$ cat src/rtl/otp_prog_pkg.sv
// Shared types for the OTP programming sequencer.
// Assumes: array-select codes are fixed by the register interface.
package otp_prog_pkg;
    typedef enum logic [2:0] {
        SQ_IDLE,
        SQ_SETUP,
        SQ_SCAN,
        SQ_PULSE,
        SQ_GAP,
        SQ_HOLD,
        SQ_RECOV
    } seq_state_e;

    localparam logic [1:0] ARR_BOTH = 2'd0;
    localparam logic [1:0] ARR_NORM = 2'd1;
    localparam logic [1:0] ARR_RED  = 2'd2;
    localparam logic [1:0] ARR_RSVD = 2'd3;
endpackage

$ cat src/rtl/otp_pbuf.sv
// One-entry staging buffer: the data word, the address and the array select.
// An address write made in program mode marks the entry full. The sequencer
// empties it with 'take'. Assumes 'take' is only raised while the entry is full.
module otp_pbuf #(
    parameter int DW = 32,
    parameter int AW = 10
) (
    input  logic          clk,
    input  logic          rst_n,
    input  logic          prog_mode,
    input  logic          data_we,
    input  logic [DW-1:0] data_in,
    input  logic          addr_we,
    input  logic [AW-1:0] addr_in,
    input  logic [1:0]    sel_in,
    input  logic          take,
    output logic          full,
    output logic [DW-1:0] word_q,
    output logic [AW-1:0] addr_q,
    output logic [1:0]    sel_q
);
    // Capture writes only while empty; the launch sets full, take clears it.
    always_ff @(posedge clk) begin
        if (!rst_n) begin
            full   <= 1'b0;
            word_q <= '0;
            addr_q <= '0;
            sel_q  <= '0;
        end else begin
            if (!full && data_we) word_q <= data_in;
            if (!full && addr_we) begin
                addr_q <= addr_in;
                sel_q  <= sel_in;
                if (prog_mode) full <= 1'b1;
            end
            if (take) full <= 1'b0;
        end
    end

    // a data write that arrives while the buffer is full leaves the word unchanged
    a_r2_word_locked: assert property (@(posedge clk) disable iff (!rst_n)
        (full && data_we) |=> $stable(word_q));
    // an address write that arrives while the buffer is full leaves the address unchanged
    a_r2_addr_locked: assert property (@(posedge clk) disable iff (!rst_n)
        (full && addr_we) |=> $stable(addr_q));
endmodule

$ cat src/rtl/otp_us_timer.sv
// Microsecond down-counter. 'load' presets the count, and each tick lowers it
// by one until it reaches zero. 'expired' is high while the count is zero.
// Assumes a load value of at least 1 for every timed phase.
module otp_us_timer #(
    parameter int TW = 7
) (
    input  logic          clk,
    input  logic          rst_n,
    input  logic          tick,
    input  logic          load,
    input  logic [TW-1:0] load_val,
    output logic          expired
);
    logic [TW-1:0] cnt;

    // Preset on load, otherwise count ticks down to zero.
    always_ff @(posedge clk) begin
        if (!rst_n)                 cnt <= '0;
        else if (load)              cnt <= load_val;
        else if (tick && cnt != 0)  cnt <= cnt - 1'b1;
    end

    assign expired = (cnt == '0);

    // once expired, the count stays at zero until the next load
    a_r7_no_wrap: assert property (@(posedge clk) disable iff (!rst_n)
        (expired && !load) |=> expired);
endmodule

$ cat src/rtl/otp_pulse_fsm.sv
// Pulse sequencer. It takes a request from the buffer, raises program enable,
// waits the setup time, then pulses every set bit from the lowest upward, one
// array pass at a time. Consecutive pulses are separated by the gap time.
// After the last pulse it waits the hold time, drops program enable and waits
// the recovery time. Assumes all timing parameters fit in TW bits and are >= 1.
module otp_pulse_fsm
    import otp_prog_pkg::*;
#(
    parameter int DW       = 32,
    parameter int AW       = 10,
    parameter int TW       = 7,
    parameter int SETUP_US = 10,
    parameter int PULSE_US = 12,
    parameter int GAP_US   = 2,
    parameter int HOLD_US  = 10,
    parameter int RECOV_US = 20
) (
    input  logic                  clk,
    input  logic                  rst_n,
    input  logic                  buf_full,
    input  logic [DW-1:0]         buf_word,
    input  logic [AW-1:0]         buf_addr,
    input  logic [1:0]            buf_sel,
    input  logic                  expired,
    output logic                  take,
    output logic                  tmr_load,
    output logic [TW-1:0]         tmr_val,
    output logic                  busy,
    output logic [AW-1:0]         mac_addr,
    output logic [$clog2(DW)-1:0] mac_bit,
    output logic [1:0]            mac_arr,
    output logic                  pgm_en,
    output logic                  pulse
);
    localparam int BW = $clog2(DW);

    seq_state_e    state;
    logic [DW-1:0] word_w;
    logic [DW-1:0] mask;
    logic [AW-1:0] addr_w;
    logic [BW-1:0] bit_w;
    logic          on_red;
    logic          red_pending;
    logic [BW-1:0] low_idx;

    // Find the lowest bit of the working mask that still needs a pulse.
    always_comb begin
        low_idx = '0;
        for (int i = DW - 1; i >= 0; i--) begin
            if (mask[i]) low_idx = BW'(i);
        end
    end

    // Take the request, and choose when the timer reloads and with which value.
    always_comb begin
        take     = (state == SQ_IDLE) && buf_full;
        tmr_load = 1'b0;
        tmr_val  = '0;
        unique case (state)
            SQ_IDLE:  if (buf_full && buf_sel != ARR_RSVD) begin
                          tmr_load = 1'b1; tmr_val = TW'(SETUP_US);
                      end
            SQ_SCAN:  if (mask != '0) begin
                          tmr_load = 1'b1; tmr_val = TW'(PULSE_US);
                      end else if (!red_pending) begin
                          tmr_load = 1'b1; tmr_val = TW'(HOLD_US);
                      end
            SQ_PULSE: if (expired) begin
                          tmr_load = 1'b1;
                          tmr_val  = (mask != '0 || red_pending) ? TW'(GAP_US) : TW'(HOLD_US);
                      end
            SQ_HOLD:  if (expired) begin
                          tmr_load = 1'b1; tmr_val = TW'(RECOV_US);
                      end
            default: ;
        endcase
    end

    // Step through the phases and keep the working copy of the request.
    always_ff @(posedge clk) begin
        if (!rst_n) begin
            state       <= SQ_IDLE;
            word_w      <= '0;
            mask        <= '0;
            addr_w      <= '0;
            bit_w       <= '0;
            on_red      <= 1'b0;
            red_pending <= 1'b0;
        end else begin
            unique case (state)
                SQ_IDLE: if (buf_full && buf_sel != ARR_RSVD) begin
                    word_w      <= buf_word;
                    mask        <= buf_word;
                    addr_w      <= buf_addr;
                    on_red      <= (buf_sel == ARR_RED);
                    red_pending <= (buf_sel == ARR_BOTH);
                    state       <= SQ_SETUP;
                end
                SQ_SETUP: if (expired) state <= SQ_SCAN;
                SQ_SCAN: begin
                    if (mask != '0) begin
                        bit_w <= low_idx;
                        mask  <= mask & (mask - 1'b1);
                        state <= SQ_PULSE;
                    end else if (red_pending) begin
                        mask        <= word_w;
                        on_red      <= 1'b1;
                        red_pending <= 1'b0;
                    end else begin
                        state <= SQ_HOLD;
                    end
                end
                SQ_PULSE: if (expired) state <= (mask != '0 || red_pending) ? SQ_GAP : SQ_HOLD;
                SQ_GAP:   if (expired) state <= SQ_SCAN;
                SQ_HOLD:  if (expired) state <= SQ_RECOV;
                SQ_RECOV: if (expired) state <= SQ_IDLE;
                default:  state <= SQ_IDLE;
            endcase
        end
    end

    assign busy     = (state != SQ_IDLE);
    assign pgm_en   = busy && (state != SQ_RECOV);
    assign pulse    = (state == SQ_PULSE);
    assign mac_addr = addr_w;
    assign mac_bit  = bit_w;
    assign mac_arr  = pgm_en ? (on_red ? 2'b10 : 2'b01) : 2'b00;

    // a pulse is only ever driven inside a program-enable window
    a_r7_pulse_in_en: assert property (@(posedge clk) disable iff (!rst_n)
        pulse |-> pgm_en);
    // exactly one array is selected while a pulse is active
    a_r5_one_array: assert property (@(posedge clk) disable iff (!rst_n)
        pulse |-> ($countones(mac_arr) == 1));
    // a reserved-select request is dropped and the sequencer stays idle
    a_r6_rsvd_noop: assert property (@(posedge clk) disable iff (!rst_n)
        (!busy && buf_full && buf_sel == ARR_RSVD) |=> (!busy && !pgm_en));
    // program enable never falls straight into idle; the recovery phase comes between
    a_r9_recovery_follows: assert property (@(posedge clk) disable iff (!rst_n)
        $fell(pgm_en) |-> busy);
endmodule

$ cat src/rtl/otp_prog_seq.sv
// Top of the OTP word programming sequencer: the staging buffer, the
// microsecond timer and the pulse sequencer. The status outputs are
// buffer-empty and programming-ready. Assumes us_tick is a single-cycle pulse
// in the clk domain and that power and mode sequencing are handled elsewhere.
module otp_prog_seq #(
    parameter int DW       = 32,
    parameter int AW       = 10,
    parameter int TW       = 7,
    parameter int SETUP_US = 10,
    parameter int PULSE_US = 12,
    parameter int GAP_US   = 2,
    parameter int HOLD_US  = 10,
    parameter int RECOV_US = 20
) (
    input  logic                  clk,
    input  logic                  rst_n,
    input  logic                  us_tick,
    input  logic                  prog_mode,
    input  logic [1:0]            arr_sel_in,
    input  logic                  data_we,
    input  logic [DW-1:0]         data_in,
    input  logic                  addr_we,
    input  logic [AW-1:0]         addr_in,
    output logic                  stat_empty,
    output logic                  stat_ready,
    output logic [AW-1:0]         otp_addr,
    output logic [$clog2(DW)-1:0] otp_bit,
    output logic [1:0]            otp_arr,
    output logic                  otp_pgm_en,
    output logic                  otp_pulse
);
    logic          full, take, tmr_load, expired, busy;
    logic [DW-1:0] word_q;
    logic [AW-1:0] addr_q;
    logic [1:0]    sel_q;
    logic [TW-1:0] tmr_val;

    otp_pbuf #(.DW(DW), .AW(AW)) u_pbuf (
        .clk(clk), .rst_n(rst_n), .prog_mode(prog_mode),
        .data_we(data_we), .data_in(data_in),
        .addr_we(addr_we), .addr_in(addr_in), .sel_in(arr_sel_in),
        .take(take), .full(full), .word_q(word_q), .addr_q(addr_q), .sel_q(sel_q)
    );

    otp_us_timer #(.TW(TW)) u_timer (
        .clk(clk), .rst_n(rst_n), .tick(us_tick),
        .load(tmr_load), .load_val(tmr_val), .expired(expired)
    );

    otp_pulse_fsm #(
        .DW(DW), .AW(AW), .TW(TW), .SETUP_US(SETUP_US), .PULSE_US(PULSE_US),
        .GAP_US(GAP_US), .HOLD_US(HOLD_US), .RECOV_US(RECOV_US)
    ) u_fsm (
        .clk(clk), .rst_n(rst_n), .buf_full(full), .buf_word(word_q),
        .buf_addr(addr_q), .buf_sel(sel_q), .expired(expired),
        .take(take), .tmr_load(tmr_load), .tmr_val(tmr_val), .busy(busy),
        .mac_addr(otp_addr), .mac_bit(otp_bit), .mac_arr(otp_arr),
        .pgm_en(otp_pgm_en), .pulse(otp_pulse)
    );

    assign stat_empty = !full;
    assign stat_ready = !busy;

    // a taken buffer is always free on the following cycle
    a_r10_take_frees: assert property (@(posedge clk) disable iff (!rst_n)
        take |=> stat_empty);
    // an idle sequencer never drives program enable
    a_r1_idle_quiet: assert property (@(posedge clk) disable iff (!rst_n)
        stat_ready |-> !otp_pgm_en);
endmodule

$ cat config.mk
export PLATFORM = sky130hd
export DESIGN_NAME = otp_prog_seq
export DESIGN_NICKNAME = d
export VERILOG_FILES = /design/src/rtl/otp_prog_pkg.sv /design/src/rtl/otp_pbuf.sv /design/src/rtl/otp_us_timer.sv /design/src/rtl/otp_pulse_fsm.sv /design/src/rtl/otp_prog_seq.sv
export SDC_FILE = /design/constraint.sdc
export NUM_CORES = 1
export LEC_CHECK = 0
export BUFFER_PORTS_ARGS = -buffer_cell sky130_fd_sc_hd__buf_2
export CAP_MARGIN = 25
export CORE_ASPECT_RATIO = 0.5
export CORE_UTILIZATION = 52
export DETAILED_ROUTE_END_ITERATION = 8
export PLACE_DENSITY = 0.72
export SLEW_MARGIN = 20
export SYNTH_ARGS = -nofsm -noshare
export SYNTH_HDL_FRONTEND = slang
export SYNTH_SLANG_ARGS = --single-unit
$ cat constraint.sdc
create_clock -name clk -period 2.63 [get_ports clk]
set_input_delay 0.3945 -clock clk [delete_from_list [all_inputs] [get_ports clk]]
set_output_delay 0.3945 -clock clk [all_outputs]
set_load 0.02 [all_outputs]
### After elaboration in Yosys (flattened, before gate mapping)

Index checks and enable logic that the tools add are counted.

* bitwise logic cells: 2
* reductions and logical operators: 27
* muxes and demuxes: 68
* $add $sub $neg: 2
* equal/unequal tests: 18

Operators by type and width (number)
* $mux 5: 33
* $mux 32: 3
* $pmux 32 s2: 1
* $and 32x32->32: 1
* $reduce_bool 32->1: 1
* $sub 32x1->32 const B: 1
* $mux 7: 4
* $pmux 7 s4: 1
* $mux 3: 7
* $pmux 3 s6: 1
* $mux 4: 3
* $mux 1: 10
* $ne 2x2->1 const B: 5
* $eq 3x3->1 const B: 3
* $logic_not 7->1: 1
* $reduce_bool 7->1: 1
* $sub 7x1->7 const B: 1
* $eq 3x2->1 const B: 2
* $logic_and 1x1->1: 6
* $ne 2x1->1 const B: 3
* $ne 3x3->1 const B: 2
* $reduce_and 2->1: 3
* $reduce_and 3->1: 2
* $reduce_and 6->1: 1
* 15 further kinds: 21

* word-level logic and storage cells: 129
* register bits: 136
* output and inout bits: 21

### Longest topological paths before layout

* depth after elaboration: 32
* mapped depth: 9
* mapped depth without buffers: 8

### By module

From an unflattened synthesis, not the netlist that was laid out.

* cells, all modules: 822
* area, all modules: 6463.7 sq um

By module, submodules not included
* otp_pulse_fsm: cells an instance 577, area an instance 4235.3 sq um, instances 1
* otp_pbuf: cells an instance 196, area an instance 1801.7 sq um, instances 1
* otp_us_timer: cells an instance 47, area an instance 419.2 sq um, instances 1
* otp_prog_seq: cells an instance 2, area an instance 7.5 sq um, instances 1

### Least setup slack after synthesis

OpenSTA, ideal clock, no wires.

* path type: flip-flop to flip-flop
* start: register u_fsm.mask[16]
* end: register u_fsm.mask[6]
* cell stages (with the launch flop): 8
* arrival: 1907 ps
* path slack: 657 ps
* required time: 2564 ps
* path buffers: 1
* setup time: 66 ps
* cell sequence: dfxtp_1 > buf_6 > or4_4 > nor4_4 > nand2_2 > nor3_4 > a222oi_1 > a21oi_2

* cells in the longest elaborated chain, start to end: 3
* elaborated cells between the ends (all ways): 5
* classes of those cells: eq/ne (1); mux (2); reduce/logical (2)

RTL lines
* start: declaration: line otp_pulse_fsm.sv:39 `logic [DW-1:0] mask;`
* start signal: assignment: line otp_pulse_fsm.sv:93 `mask <= buf_word;`
* start signal: assignment: line otp_pulse_fsm.sv:103 `mask <= mask & (mask - 1'b1);`
* start signal: assignment: line otp_pulse_fsm.sv:106 `mask <= word_w;`
* $reduce_bool 32->1 (*): line otp_pulse_fsm.sv:101 `if (mask != '0) begin`
* $ne 3x1->1 (no source line) or $mux 32 (tied branches)
* $reduce_and 3->1 (no source line) or $pmux 32 s2 (tied branches)

Mark *: on every way between the ends. The rest lies on a longest branch, timed or not.
A chain may end at the register's enable or synchronous reset.

### Worst setup path after layout

* start: register u_fsm.mask[8]
* end: register u_fsm.mask[11]

* cells in the longest elaborated chain, start to end: 4
* elaborated cells between the ends (all ways): 7
* classes of those cells: add/sub (1); eq/ne (1); mux (2); bitwise (1); reduce/logical (2)

RTL lines
* $sub 32x1->32: line otp_pulse_fsm.sv:103
* $and 32x32->32: line otp_pulse_fsm.sv:103
* $mux 32: line otp_pulse_fsm.sv:101
* $pmux 32 s2: line otp_pulse_fsm.sv:90 `unique case (state)`

Parallel ways exist; a longest one is shown, timed or not.

==> impl_metrics.py <==
metrics = {
    "grt": {
        "grt_overflow": 0,
        "grt_use_total": 0.2945,
        "grt_max_degree": 113,
        "grt_pass1_vias": 5277,
        "grt_pass1_wl_mm": 27.72,
        "antenna_found_initial": 0,
    },
    "finish": {
        "layout-drive-gt1-share": 0.1785,
        "n_fill_cell": 999,
        "final_util": 0.6444,
        "syn2layout_area_growth_pct": 17.52,
        "layout_common_cells": "219 x nand2_1, 137 x a21oi_1, 136 x dfxtp_1, 70 x buf_2, 40 x nor2_1",
        "layout_commonest_cell": "nand2_1",
        "fin_nets": 929,
        "seq_area_mm2": 0.002723,
        "multiInputGateArea_mm2": 0.003136,
        "antenna_cells": 0,
    },
    "worst_setup_path": {
        "critPathBufInv": 1,
        "r2r-end": "u_fsm.mask[11]",
        "cp.arrival_ns": 2.67,
        "rr_startpoint": "u_fsm.mask[8]",
        "slowest_stage": "nor4_2",
        "crit_path_cell_trace": "nor4_2 > nand4_1 > nor2_2 > buf_4 > nand2_1 > nand3_1 > o21ai_0",
        "rr_worst_depth": 7,
        "regToRegSetupSlack_ns": 0.25,
        "critPathTopFamily": "simple AND/OR/NAND/NOR gates",
        "worstSetupPathType": "register to register",
        "path_max_fanout": 29,
        "cp-start-kind": "register",
        "worst-endpoint-required_ns": 2.93,
        "cp-end-kind": "register",
        "cpPeakStageDelay_ns": 0.43,
    },
    "clock_tree": {
        "cts.reportedPaths.clkPinSlew_ns": 0.06,
        "clock_latency_ns": 0.43,
        "cts.sinks": 136,
        "htreeDepth": 4,
        "clockBufferDepth": 2,
        "numCtsBuffers": 17,
        "cts-hold-fix-buffers": 0,
        "clockRootBuffer": "clkbuf_16",
        "cts_setup_buffers": 0,
        "cts_tree": "built",
    },
    "run": {
        "drv_cap": 0,
    },
    "placed_design": {
        "io_buffers": 70,
        "gp_congestion": 0.9521,
        "dp_slack_ns": 0.3353,
        "dpl.hpwl_mm": 12.26,
    },
    "yosys": {
        "yosys_warnings": 0,
        "synth_top_area_frac": 0.4387,
        "synth_nets": 865,
        "synth_seq_cells": 136,
        "syn_avg_cell_area_um2": 7.624,
        "synth_cell_types": 62,
        "ys_seq_area_frac": 0.4387,
        "syn_inst": 814,
        "synth_edf_count": 0,
        "synth.area.top_cells": "dfxtp_1 44%, nand2_1 13%, a21oi_1 11%",
        "synth_area_mm2": 0.006206,
        "yosysTopAreaCell": "dfxtp_1",
        "synth_flop_cell": "dfxtp_1",
        "async_flop_share": 0,
    },
    "route": {
        "initialDrtViolationCount": 656,
        "post_drt_wl_per_cell_um": 16.83,
        "routed_via_density": 5.817,
        "dr.pass1.iters": 6,
        "drtAntennaViolNets": 0,
        "routed_wl_mm": 17.67,
        "vias": 6108,
        "drc_errors": 0,
    },
    "power": {
        "ir_worst_vdd_mv": 0.4370,
        "leakage_nw": 2.835,
        "cellPowerDensity_mw_per_mm2": 989.5,
    },
    "min_path": {
        "min_path_cells": 2,
        "whs_endpoint": "u_timer.cnt[6]",
        "hold_path_class": "primary input to register",
        "hold_start": "us_tick",
    },
    "floorplan": {
        "fp.dieH_um": 79.25,
        "coreArea_mm2": 0.01132,
        "die_area_mm2": 0.01240,
        "num_rows": 27,
        "start_util": 0.5484,
        "io_pins": 71,
        "die_width_um": 156.5,
    },
    "timing": {
        "fin_crit_ns": 2.375,
        "hold_viol_final": 0,
        "max_slew_margin": 0.4199,
        "timing.final.crit_share": 0.9031,
        "max_freq_mhz": 421.0,
        "slew_viol_final": 0,
        "tns_ns": 0,
        "tightest_slew_ns": 0.8684,
        "fin_skew_ns": 0.007939,
        "worst_slack_ns": 0.2547,
        "rsz0062_at_grt": "false",
        "finalSetupViolCount": 0,
    },
    "run_status": {
        "status": "finished, final reports clean",
    },
}
==> synthesized netlist by cell type (all sizes together) (9+ instances only) <==
library cell    n
a21oi         141
a31oi          12
and3           17
buf            13
clkbuf         41
dfxtp         136
inv            16
nand2         220
nand3          22
nor2           43
nor3           15
nor4           13
o21ai          28
or4             9
==> layer usage <==
metal / track usage / vias to the layer above / part of all wire
li1: - / 2972 / -
met1: 0.4393 / 2785 / 0.48
met2: 0.3790 / 318 / 0.38
met3: 0.1081 / 33 / 0.12
met4: 0.09412 / 0 / 0.018
met5: 0 / - / 0
==> report_power, final <==
| group | leakage [nW] | internal [mW] | switching, mW |
|---|---|---|---|
| sequential | 1.11 | 2.25 | 0.191 |
| clock | 0.289 | 1.37 | 1.02 |
| combinational | 1.44 | 0.789 | 1.60 |
| total | 2.84 | 4.40 | 2.81 |
==> cell families (layout without fill, tap and decap cells) <==
family,after synthesis,count (layout),synth area share
simple gates,362,362,0.2675
compound gates,240,240,0.2270
flops,136,136,0.4387
buf+inv,70,147,0.05766
xor+xnor,5,5,0.007058
fa+ha+maj,1,1,0.002016
==> registers in the layout (all words and copies together), names as in the netlist <==
name and flops:
u_fsm.red_pending 1, u_pbuf.addr_q 10, u_fsm.mac_addr 10, u_fsm.word_w 32, u_pbuf.sel_q 2, u_fsm.state 3
u_fsm.on_red 1, u_fsm.mac_bit 5, u_fsm.mask 32, u_pbuf.full 1, u_timer.cnt 7, u_pbuf.word_q 32
==> layout make-up <==
| class | instances | area share |
|---|---|---|
| clock buffer | 18 | 0.06022 |
| clock inverter | 14 | 0.02127 |
| inverter | 16 | 0.008406 |
| multi-input combinational | 608 | 0.4299 |
| sequential | 136 | 0.3733 |
| tap | 159 | 0.02728 |
| timing repair buffer | 99 | 0.07960 |
==> worst max path at each step <==
| stage | start | end | depth (start not counted) | slack [ns] |
|---|---|---|---|---|
| 3_5_place_dp | u_fsm.mask[8] | u_fsm.mask[14] | 7 | 0.34 |
| 5_1_grt | u_fsm.mask[8] | u_fsm.mask[11] | 7 | 0.008 |
| 2_1_floorplan | u_fsm.mask[16] | u_fsm.mask[6] | 7 | 0.66 |
| 6_report | u_fsm.mask[8] | u_fsm.mask[11] | 7 | 0.25 |
| 4_1_cts | u_fsm.mask[8] | u_fsm.mask[11] | 7 | 0.32 |
| 3_3_place_gp | u_fsm.mask[8] | u_fsm.mask[11] | 7 | 0.36 |
==> per-stage QoR <==
step / hold WS [ns] / power (mW) / instance area [µm²] / std cells
after floorplan: 0.4301 / 4.172 / 6206 / 814
after CTS: 0.1798 / 7.174 / 7293 / 1050
after global routing: 0.1855 / 7.542 / 7293 / 1050
after detailed placement: 0.4423 / 4.792 / 6699 / 1018
after global placement: 0.4370 / 4.800 / 6699 / 1018
final: 0.1813 / 7.216 / 7293 / 1050
==> timing repair <==
item	CTS	global route
endpoints found under the setup margin	0	2
resized for setup	0	0
hold endpoints to repair	0	0
==> worst register-to-register path: cells and delay by family (launching register included) <==
| family | cells | cell delay [ns] |
|---|---|---|
| AND/OR/NAND/NOR | 5 | 1.43 |
| flip-flops | 1 | 0.36 |
| buffers and inverters | 1 | 0.31 |
| AO/OA/AOI/OAI | 1 | 0.15 |
(Power assumes the default switching activity.)
